## config.mk

```make
export PLATFORM = sky130hd
export DESIGN_NAME = dram_timing_monitor
export DESIGN_NICKNAME = d
export VERILOG_FILES = /design/src/rtl/dtm_pkg.sv /design/src/rtl/dtm_run_counter.sv /design/src/rtl/dtm_cycle_fsm.sv /design/src/rtl/dtm_init_ref.sv /design/src/rtl/dram_timing_monitor.sv
export SDC_FILE = /design/constraint.sdc
export NUM_CORES = 1
export LEC_CHECK = 0
export ABC_AREA = 1
export BUFFER_PORTS_ARGS = -buffer_cell sky130_fd_sc_hd__buf_2
export CORE_MARGIN = 1
export CORE_UTILIZATION = 42
export DETAILED_ROUTE_END_ITERATION = 12
export PLACE_DENSITY = 0.56
export REMOVE_ABC_BUFFERS = 1
export SLEW_MARGIN = 20
export SYNTH_ARGS = -nofsm -noshare
export SYNTH_HDL_FRONTEND = slang
export SYNTH_SLANG_ARGS = --single-unit
```

## constraint.sdc

```tcl
create_clock -name clk -period 2.97 [get_ports clk]
set_input_delay 0.1485 -clock clk [delete_from_list [all_inputs] [get_ports clk]]
set_output_delay 0.1485 -clock clk [all_outputs]
set_load 0.1 [all_outputs]
```

## src/rtl/dtm_pkg.sv

```systemverilog
package dtm_pkg;

    localparam int NRULE       = 10;
    localparam int B_PRECHG    = 0;
    localparam int B_RAS_SHORT = 1;
    localparam int B_RAS_LONG  = 2;
    localparam int B_CAS_SHORT = 3;
    localparam int B_CAS_PRE   = 4;
    localparam int B_LATE_WE   = 5;
    localparam int B_CBR_SETUP = 6;
    localparam int B_CBR_HOLD  = 7;
    localparam int B_REF_UNDER = 8;
    localparam int B_INIT      = 9;

    typedef enum logic [2:0] {
        CS_IDLE,   // row strobe high
        CS_OPEN,   // row low, no column access yet
        CS_ACC,    // one column access seen
        CS_PAGE,   // second column fall in same row
        CS_CBR     // column led row: refresh
    } cyc_state_t;

    typedef enum logic [1:0] {
        IS_WAIT,   // power-up pause
        IS_WAKE,   // counting wake-up row cycles
        IS_READY   // in service, refresh watch armed
    } init_state_t;

    function automatic longint unsigned cdiv(input longint unsigned a, input longint unsigned b);
        return (a + b - 1) / b;
    endfunction

    function automatic longint unsigned fdiv(input longint unsigned a, input longint unsigned b);
        return a / b;
    endfunction

endpackage

```

## src/rtl/dtm_run_counter.sv

```systemverilog
module dtm_run_counter #(
    parameter int W = 8
) (
    input  logic         clk,
    input  logic         rst_n,
    input  logic         lvl_change,
    output logic [W-1:0] run_len
);
    // Counts samples spent at the current level; saturates.
    always_ff @(posedge clk) begin
        if (!rst_n) begin
            run_len <= '1;
        end else if (lvl_change) begin
            run_len <= W'(1);
        end else if (run_len != '1) begin
            run_len <= run_len + 1'b1;
        end
    end
endmodule

```

## src/rtl/dtm_cycle_fsm.sv

```systemverilog
module dtm_cycle_fsm
    import dtm_pkg::*;
#(
    parameter int unsigned TRP_C      = 16,
    parameter int unsigned TRAS_MIN_C = 24,
    parameter int unsigned TRAS_MAX_C = 4000,
    parameter int unsigned TRASP_C    = 80000,
    parameter int unsigned TCAS_C     = 6,
    parameter int unsigned TCP_C      = 4,
    parameter int unsigned TCSR_C     = 2,
    parameter int unsigned TCHR_C     = 6
) (
    input  logic       clk,
    input  logic       rst_n,
    input  logic       s_ras,
    input  logic       p_ras,
    input  logic       s_cas,
    input  logic       p_cas,
    input  logic       s_we,
    input  logic       p_we,
    output cyc_state_t state,
    output logic [7:0] rule_ev,
    output logic       ras_rise,
    output logic       ref_done,
    output logic       access
);
    localparam int CMAX = (TCAS_C > TCP_C) ? ((TCAS_C > TCSR_C) ? TCAS_C : TCSR_C)
                                           : ((TCP_C > TCSR_C) ? TCP_C : TCSR_C);
    localparam int RW = $clog2(TRASP_C + 2);
    localparam int CW = $clog2(CMAX + 2);

    cyc_state_t    state_q, state_d;
    logic [RW-1:0] ras_len;
    logic [CW-1:0] cas_len;
    logic          ras_fall, cas_fall, cas_rise, we_fall, cas_held;

    assign ras_fall = p_ras & ~s_ras;
    assign ras_rise = ~p_ras & s_ras;
    assign cas_fall = p_cas & ~s_cas;
    assign cas_rise = ~p_cas & s_cas;
    assign we_fall  = p_we & ~s_we;
    assign cas_held = ~p_cas & ~s_cas;

    dtm_run_counter #(.W(RW)) u_ras_run (
        .clk(clk), .rst_n(rst_n), .lvl_change(s_ras != p_ras), .run_len(ras_len));
    dtm_run_counter #(.W(CW)) u_cas_run (
        .clk(clk), .rst_n(rst_n), .lvl_change(s_cas != p_cas), .run_len(cas_len));

    always_ff @(posedge clk) begin
        if (!rst_n) state_q <= CS_IDLE;
        else        state_q <= state_d;
    end

    always_comb begin
        state_d = state_q;
        unique case (state_q)
            CS_IDLE: if (ras_fall) state_d = cas_held ? CS_CBR : CS_OPEN;
            CS_OPEN: if (ras_rise) state_d = CS_IDLE;
                     else if (cas_fall) state_d = CS_ACC;
            CS_ACC:  if (ras_rise) state_d = CS_IDLE;
                     else if (cas_fall) state_d = CS_PAGE;
            CS_PAGE: if (ras_rise) state_d = CS_IDLE;
            CS_CBR:  if (ras_rise) state_d = CS_IDLE;
            default: state_d = CS_IDLE;
        endcase
    end

    always_comb begin
        rule_ev = '0;
        unique case (state_q)
            CS_IDLE: begin
                if (ras_fall) begin
                    rule_ev[B_PRECHG] = ras_len < RW'(TRP_C);
                    if (cas_held) rule_ev[B_CBR_SETUP] = cas_len < CW'(TCSR_C);
                end
            end
            CS_OPEN, CS_ACC, CS_PAGE: begin
                if (ras_rise) begin
                    rule_ev[B_RAS_SHORT] = ras_len < RW'(TRAS_MIN_C);
                    rule_ev[B_RAS_LONG]  = (state_q == CS_PAGE) ? (ras_len > RW'(TRASP_C))
                                                                : (ras_len > RW'(TRAS_MAX_C));
                end
                if (cas_rise) rule_ev[B_CAS_SHORT] = cas_len < CW'(TCAS_C);
                if (cas_fall && state_q != CS_OPEN) rule_ev[B_CAS_PRE] = cas_len < CW'(TCP_C);
                if (we_fall && cas_held) rule_ev[B_LATE_WE] = 1'b1;
            end
            CS_CBR: begin
                if (ras_rise) begin
                    rule_ev[B_RAS_SHORT] = ras_len < RW'(TRAS_MIN_C);
                    rule_ev[B_RAS_LONG]  = ras_len > RW'(TRAS_MAX_C);
                end
                if (cas_rise) rule_ev[B_CBR_HOLD] = ras_len < RW'(TCHR_C);
            end
            default: rule_ev = '0;
        endcase
    end

    assign state    = state_q;
    assign ref_done = ras_rise && (state_q == CS_OPEN || state_q == CS_CBR);
    assign access   = cas_fall && (state_q == CS_OPEN);
endmodule

```

## src/rtl/dtm_init_ref.sv

```systemverilog
module dtm_init_ref
    import dtm_pkg::*;
#(
    parameter int unsigned WAIT_C   = 80000,
    parameter int unsigned WAKE_N   = 8,
    parameter int unsigned WIN_C    = 6400000,
    parameter int unsigned REF_NEED = 1024
) (
    input  logic clk,
    input  logic rst_n,
    input  logic ras_rise,
    input  logic ref_done,
    input  logic access,
    output logic ready,
    output logic init_viol,
    output logic ref_under
);
    localparam int WTW = $clog2(WAIT_C + 1);
    localparam int WKW = $clog2(WAKE_N + 1);
    localparam int WNW = $clog2(WIN_C + 1);
    localparam int RFW = $clog2(REF_NEED + 1);

    init_state_t    st_q, st_d;
    logic [WTW-1:0] wait_q;
    logic [WKW-1:0] wake_q;
    logic [WNW-1:0] win_q;
    logic [RFW-1:0] refs_q;
    logic [RFW:0]   refs_eff;
    logic           win_end;

    assign win_end  = (win_q == WNW'(WIN_C - 1));
    assign refs_eff = {1'b0, refs_q} + {{RFW{1'b0}}, ref_done};

    always_ff @(posedge clk) begin
        if (!rst_n) st_q <= IS_WAIT;
        else        st_q <= st_d;
    end

    always_comb begin
        st_d = st_q;
        unique case (st_q)
            IS_WAIT:  if (wait_q == WTW'(WAIT_C - 1)) st_d = IS_WAKE;
            IS_WAKE:  if (ras_rise && wake_q == WKW'(WAKE_N - 1)) st_d = IS_READY;
            IS_READY: st_d = IS_READY;
            default:  st_d = IS_WAIT;
        endcase
    end

    always_ff @(posedge clk) begin
        if (!rst_n) begin
            wait_q <= '0;
            wake_q <= '0;
            win_q  <= '0;
            refs_q <= '0;
        end else begin
            if (st_q == IS_WAIT) wait_q <= wait_q + 1'b1;
            if (st_q == IS_WAKE && ras_rise) wake_q <= wake_q + 1'b1;
            if (st_q == IS_READY) begin
                if (win_end) begin
                    win_q  <= '0;
                    refs_q <= '0;
                end else begin
                    win_q <= win_q + 1'b1;
                    if (ref_done && refs_q != RFW'(REF_NEED)) refs_q <= refs_q + 1'b1;
                end
            end
        end
    end

    always_comb begin
        ready     = (st_q == IS_READY);
        init_viol = access && (st_q != IS_READY);
        ref_under = (st_q == IS_READY) && win_end && (refs_eff < (RFW + 1)'(REF_NEED));
    end
endmodule

```

## src/rtl/dram_timing_monitor.sv

```systemverilog
module dram_timing_monitor
    import dtm_pkg::*;
#(
    parameter longint unsigned CLK_PS       = 2500,
    parameter longint unsigned TRP_PS       = 40000,
    parameter longint unsigned TRAS_MIN_PS  = 60000,
    parameter longint unsigned TRAS_MAX_PS  = 10000000,
    parameter longint unsigned TRASP_PS     = 200000000,
    parameter longint unsigned TCAS_PS      = 15000,
    parameter longint unsigned TCP_PS       = 10000,
    parameter longint unsigned TCSR_PS      = 5000,
    parameter longint unsigned TCHR_PS      = 15000,
    parameter longint unsigned REF_WIN_PS   = 64'd16000000000,
    parameter int unsigned     REF_NEED     = 1024,
    parameter longint unsigned INIT_WAIT_PS = 200000000,
    parameter int unsigned     INIT_CYCLES  = 8
) (
    input  logic             clk,
    input  logic             rst_n,
    input  logic             clr,
    input  logic             ras_n,
    input  logic             cas_n,
    input  logic             we_n,
    output logic [NRULE-1:0] err_sticky,
    output logic [NRULE-1:0] err_pulse
);
    // Minimums round up, maximums and the refresh window round down.
    localparam int unsigned TRP_C      = int'(cdiv(TRP_PS, CLK_PS));
    localparam int unsigned TRAS_MIN_C = int'(cdiv(TRAS_MIN_PS, CLK_PS));
    localparam int unsigned TRAS_MAX_C = int'(fdiv(TRAS_MAX_PS, CLK_PS));
    localparam int unsigned TRASP_C    = int'(fdiv(TRASP_PS, CLK_PS));
    localparam int unsigned TCAS_C     = int'(cdiv(TCAS_PS, CLK_PS));
    localparam int unsigned TCP_C      = int'(cdiv(TCP_PS, CLK_PS));
    localparam int unsigned TCSR_C     = int'(cdiv(TCSR_PS, CLK_PS));
    localparam int unsigned TCHR_C     = int'(cdiv(TCHR_PS, CLK_PS));
    localparam int unsigned WIN_C      = int'(fdiv(REF_WIN_PS, CLK_PS));
    localparam int unsigned WAIT_C     = int'(cdiv(INIT_WAIT_PS, CLK_PS));

    logic             s_ras, s_cas, s_we, p_ras, p_cas, p_we;
    cyc_state_t       cyc_state;
    logic [7:0]       rule_ev;
    logic             ras_rise, ref_done, access;
    logic             init_ready, init_viol, ref_under;
    logic [NRULE-1:0] ev_all;

    always_ff @(posedge clk) begin
        if (!rst_n) begin
            {s_ras, s_cas, s_we} <= 3'b111;
            {p_ras, p_cas, p_we} <= 3'b111;
        end else begin
            {s_ras, s_cas, s_we} <= {ras_n, cas_n, we_n};
            {p_ras, p_cas, p_we} <= {s_ras, s_cas, s_we};
        end
    end

    dtm_cycle_fsm #(
        .TRP_C(TRP_C), .TRAS_MIN_C(TRAS_MIN_C), .TRAS_MAX_C(TRAS_MAX_C), .TRASP_C(TRASP_C),
        .TCAS_C(TCAS_C), .TCP_C(TCP_C), .TCSR_C(TCSR_C), .TCHR_C(TCHR_C)
    ) u_cycle (
        .clk(clk), .rst_n(rst_n),
        .s_ras(s_ras), .p_ras(p_ras), .s_cas(s_cas), .p_cas(p_cas), .s_we(s_we), .p_we(p_we),
        .state(cyc_state), .rule_ev(rule_ev), .ras_rise(ras_rise), .ref_done(ref_done),
        .access(access)
    );

    dtm_init_ref #(
        .WAIT_C(WAIT_C), .WAKE_N(INIT_CYCLES), .WIN_C(WIN_C), .REF_NEED(REF_NEED)
    ) u_init_ref (
        .clk(clk), .rst_n(rst_n), .ras_rise(ras_rise), .ref_done(ref_done), .access(access),
        .ready(init_ready), .init_viol(init_viol), .ref_under(ref_under)
    );

    assign ev_all = {init_viol, ref_under, rule_ev};

    always_ff @(posedge clk) begin
        if (!rst_n) begin
            err_pulse  <= '0;
            err_sticky <= '0;
        end else begin
            err_pulse  <= ev_all;
            err_sticky <= (clr ? '0 : err_sticky) | ev_all;
        end
    end
endmodule

```

==> impl_metrics.tcl, run 1 <==
set metrics [dict create \
    end_kind "flop" \
    syn_inst 828 \
    synthAdderAreaFrac 0.0424 \
    synth_top_family_by_area "simple AND/OR/NAND/NOR gates" \
    path_cells "nand2_1, nor2_1, inv_1, nor4_1, ha_1, inv_1, nand2_1, nor2_2, nand3_1, nor2_1, a21oi_1, o21ai_1" \
    p_leak_nw 2.75 \
    grt_remaining_overflow 0 \
    die_area_mm2 0.0138 \
    syn-cell-area_mm2 0.00560 \
    std_cell_rows 41 \
    synth_mux_area_frac 0 \
    initialDrtViolationCount 285 \
    synth_common_cells "nand2_1 (185), nor2_1 (136), dfxtp_1 (106)" \
    seq_area_frac_synth 0.379 \
    arrival_ps 2470 \
    nNetsFinal 879 \
    synth_compound_area_frac 0.0849 \
    cts_max_path_buffers 2 \
    vias 5194 \
    drc 0 \
    clkTransAtPathRegs_ps 80 \
    num_antenna_cells 0 \
    place_congestion 0.878 \
    ys.flop_type "dfxtp_1" \
    ir_worst_vdd_mv 0.361 \
    tritoncts "built" \
    grt_max_degree 37 \
    io_pins 26 \
    insertion_delay_ps 360 \
    yosysUniqueCellTypes 44 \
    post-cts-setup-buffers 0 \
    yosysMostFrequentCell "nand2_1" \
    ys_top_cells_by_area "dfxtp_1 (38%), nand2_1 (12%), nor2_1 (9.1%)" \
    htree_levels 3 \
    viasPerCell 5.04 \
    cp_slowest_cell "dfxtp_1" \
    grt_usage 0.195 \
    die_y_um 118 \
    rsz0062_at_grt "false" \
    yosys.area.top_type_share 0.379 \
    p_per_area_mw_per_mm2 550 \
    root_buffer "clkbuf_16" \
    drt_pass1_iterations 4 \
    portBuffers 25 \
    grt_pass1_vias 4682 \
    cts_buffers 9 \
    yosysWarnings 0 \
    fmax_ghz 0.448 \
    critPathMaxFanout 6 \
    antenna_found_initial 0 \
    synth.avg_cell_area_um2 6.77 \
    start_util 0.437 \
    maxSlewViolCount 0 \
    timing.hold.ws_ps 191 \
    synth_xor_area_frac 0.0219 \
    path_class "reg2reg" \
    min_period_ps 2230 \
    antenna_left 0 \
    syn_to_final_growth_pct 11.3 \
    min_path_type "in2reg" \
    dp_hpwl_mm 9.54 \
    final_hold_viol_count 0 \
    grt_first_pass_wirelength_mm 22.1 \
    postSynth.asyncResetShare 0 \
    drive_gt1_frac 0.0839 \
    final.setup.tns_ps 0 \
    cts_resized 0 \
    start_kind "flop" \
    slowest_delay_ps 430 \
    max-slew-margin-rel 0.558 \
    wl_per_cell_um 12.6 \
    period_share 0.752 \
    routed_wl_mm 13.0 \
    yosys.area_share.simple 0.384 \
    core-area_mm2 0.0128 \
    outcome "finished clean" \
    die_w_um 118 \
    synth_area_leader_cell "dfxtp_1" \
    ys_ff_latch 106 \
    synth_edf_count 0 \
    required_ps 3210 \
    maxCapViolCount 0 \
    clock_skew_ps 9.47 \
    final-setup-viol-count 0 \
    clock-sinks 106 \
    worstMarginPinSlew_ps 662 \
]
-- cells in the final DEF, fill, tap and decap left out, types with 5 or more instances in the layout --
cell type,count
a21oi_1,34
buf_2,25
clkbuf_16,9
dfxtp_1,106
ha_1,19
inv_1,101
inv_2,5
nand2_1,185
nand3_1,77
nand4_1,27
nor2_1,136
nor3_1,20
o211ai_1,5
o21ai_0,29
o21ai_1,7
xnor2_1,5
xor2_1,9
-- worst paths after layout --
kind	from	end	slack (ps)	cells past startpoint
max reg2reg	u_cycle.u_ras_run.run_len[5]	u_cycle.u_ras_run.run_len[14]	740	12
min	rst_n	u_init_ref.wait_q[15]	190	3
max	u_cycle.u_ras_run.run_len[5]	u_cycle.u_ras_run.run_len[14]	740	12
min reg2reg	s_we	p_we	420	2
-- worst max-delay path, delay by kind of cell, from the launching register on --
family          cells  cell delay, ps
simple gates        7             990
buf+inv             2             200
compound gates      2             210
fa+ha+maj           1             270
flops               1             430
-- per-stage QoR --
step,util,area [um2],setup slack (ps),total power [mW],std cells
global placement,0.459,5890,815,2.15,1012
floorplan,-,5520,1070,2.01,811
CTS,0.486,6230,727,3.47,1030
global route,0.486,6230,406,3.63,1030
finish,0.486,6230,736,3.43,1030
detailed placement,0.459,5890,763,2.16,1012
-- power breakdown --
group	leakage, nW	switching (mW)	internal (mW)
sequential	0.863	0.0743	1.49
clock	0.151	0.551	0.744
combinational	1.74	0.390	0.177
total	2.75	1.02	2.41
-- final cells by class --
cell class / count / area (um2)
sequential: 106 / 2120
clock inverter: 5 / 87.6
inverter: 108 / 408
clock buffer: 10 / 229
fill: 1304 / 6590
timing repair buffer: 32 / 185
tap: 172 / 215
multi-input combinational: 597 / 2990
-- cell families after synthesis --
family / count (synthesis)
XOR/XNOR: 14
AND/OR/NAND/NOR: 477
AO/OA/AOI/OAI: 87
buffers and inverters: 125
adder cells (fa/ha/maj): 19
flip-flops: 106
-- state kept, by name, indices dropped and copies added, names as in the netlist, 2 cells and up --
register / flops
u_init_ref.win_q: 23
u_cycle.u_ras_run.run_len: 17
u_init_ref.wait_q: 17
u_init_ref.refs_q: 11
err_pulse: 10
err_sticky: 10
u_init_ref.wake_q: 4
u_cycle.state: 3
u_cycle.u_cas_run.run_len: 3
u_init_ref.st_q: 2
-- per-layer routing --
layer	vias up	part of all wire	routed length [um]	GRT usage
li1	2734	-	-	-
met1	2339	0.50	6440	0.261
met2	110	0.44	5760	0.311
met3	11	0.046	594	0.0451
met4	0	0.014	176	0.0561
met5	-	0	0	0
-- repair_timing --
| action | CTS | global route |
|---|---|---|
| hold endpoints to repair | 3 | 0 |
| setup endpoints to repair | 0 | 0 |
| hold buffers | 3 | 0 |
(Power assumes the default switching activity.)
==> run 2, diff against run 1 <==
Clock period 2.97 ns to 2.1 ns, I/O delays scaled along.
==> impl_metrics.tcl, run 2 (same netlist as run 1, synthesis figures left out) <==
set metrics [dict create \
    rr_worst_depth 14 \
    min_period_ps 1890 \
    die_y_um 118 \
    path_class "reg2reg" \
    required_ps 2340 \
    wl_met2_mm 5.95 \
    final_cell_mix "nand2_1 (183), nor2_1 (134), inv_1 (99)" \
    core-area_mm2 0.0128 \
    layout_commonest_cell "nand2_1" \
    die_w_um 118 \
    pre_cts_ws_ps 60.8 \
    grt_pass1_vias 4813 \
    final.setup.tns_ps 0 \
    final_util 0.496 \
    nNetsFinal 888 \
    std_cell_rows 41 \
    wl_per_cell_um 12.8 \
    maxCapViolCount 0 \
    final-setup-viol-count 0 \
    max-slew-margin-rel 0.316 \
    num_antenna_cells 0 \
    cts_max_path_buffers 2 \
    grt_first_pass_wirelength_mm 22.7 \
    wl_met1_mm 6.62 \
    die_area_mm2 0.0138 \
    cp-endpoint "u_cycle.u_ras_run.run_len[13]" \
    stdcell_count 1040 \
    maxSlewViolCount 0 \
    routed_wl_mm 13.3 \
    reg2reg_from "u_cycle.u_ras_run.run_len[4]" \
    arrival_ps 2130 \
    antenna_left 0 \
    drive_gt1_frac 0.116 \
    end_kind "flop" \
    crit_start "u_cycle.u_ras_run.run_len[4]" \
    fill_cells 1334 \
    start_util 0.437 \
    io_pins 26 \
    drt_pass1_iterations 4 \
    fin_ws_ps 211 \
    dp_hpwl_mm 9.98 \
    top_regs "u_init_ref.win_q: 23 flops, u_cycle.u_ras_run.run_len: 17 flops, u_init_ref.wait_q: 17 flops" \
    p_per_area_mw_per_mm2 773 \
    routed-wl-met3_um 447 \
    cts_buffers 9 \
    insertion_delay_ps 360 \
    post-cts-setup-buffers 0 \
    timing.rr.end "u_cycle.u_ras_run.run_len[13]" \
    grt_usage 0.200 \
    ir_worst_vdd_mv 0.459 \
    final_hold_viol_count 0 \
    initialDrtViolationCount 286 \
    htree_levels 3 \
    min_path_type "in2reg" \
    clock_skew_ps 8.45 \
    top_layer "met4" \
    clkTransAtPathRegs_ps 70 \
    worstMarginPinSlew_ps 1020 \
    viasPerCell 5.02 \
    outcome "finished clean" \
    timing.hold.ws_ps 211 \
    grt_remaining_overflow 0 \
    dp.cells 1021 \
    period_share 0.900 \
    vias 5221 \
    drc 0 \
    clock-sinks 106 \
    place_congestion 0.899 \
    p_leak_nw 2.80 \
    critPathMaxFanout 6 \
    fmax_ghz 0.529 \
    grt_max_degree 36 \
    largest_register_ff_count 23 \
    root_buffer "clkbuf_16" \
    start_kind "flop" \
    largest-register "u_init_ref.win_q" \
    antenna_found_initial 0 \
    portBuffers 25 \
    tritoncts "built" \
    syn_to_final_growth_pct 13.6 \
    r2r_setup_slack_ps 210 \
]
-- run 2: metrics by stage --
| stage | area [um2] | power [mW] |
|---|---|---|
| 6_report | 6360 | 4.92 |
| 5_1_grt | 6360 | 5.19 |
| 4_1_cts | 6310 | 4.94 |
| 3_5_place_dp | 5950 | 3.07 |
| 3_3_place_gp | 5950 | 3.05 |
| 2_1_floorplan | 5520 | 2.85 |
-- run 2: layout make-up --
cell class	instances	area (um2)	area share
Multi-Input combinational cell	597	3030	0.476
Sequential cell	106	2130	0.335
Inverter	108	408	0.0641
Timing Repair Buffer	41	253	0.0397
Clock buffer	10	239	0.0376
Tap cell	172	215	0.0338
Clock inverter	6	88.8	0.0140
-- run 2: worst min-delay path by stage --
stage | start | end | slack (ps) | cells after the start
after floorplan | rst_n | p_we | 170 | 1
after global placement | we_n | s_we | 300 | 2
after detailed placement | we_n | s_we | 300 | 2
after CTS | rst_n | p_we | 210 | 3
after global routing | rst_n | p_cas | 240 | 3
final | rst_n | p_we | 210 | 3
-- run 2: critical path: stages, from the launching register on --
cell and delay (ps):
dfxtp_2 360, nand2_2 70, nor2_2 140, inv_2 70, nor4_4 270, ha_2 220, inv_2 60, nand4_1 150
inv_1 60, nand2_1 90, nor2_2 60, nand3_1 60, nand2_1 50, nand3_1 60, nand2_1 40
-- run 2: power breakdown --
group          switching, mW  internal (mW)  total [mW]
clock network          0.789           1.08        1.87
registers              0.103           2.11        2.22
logic                  0.565          0.266       0.832
total                   1.46           3.46        4.92
-- run 2: repair_timing --
action                                  in CTS  in global routing
endpoints found under the setup margin       0                 10
resized for setup                            0                 21
hold buffers                                 3                  0
endpoints found under the hold margin        3                  0
-- run 2: per-layer routing --
metal | GRT usage | vias to the layer above
li1 | - | 2744
met1 | 0.270 | 2342
met2 | 0.317 | 112
met3 | 0.0266 | 23
met4 | 0.0962 | 0
met5 | 0 | -
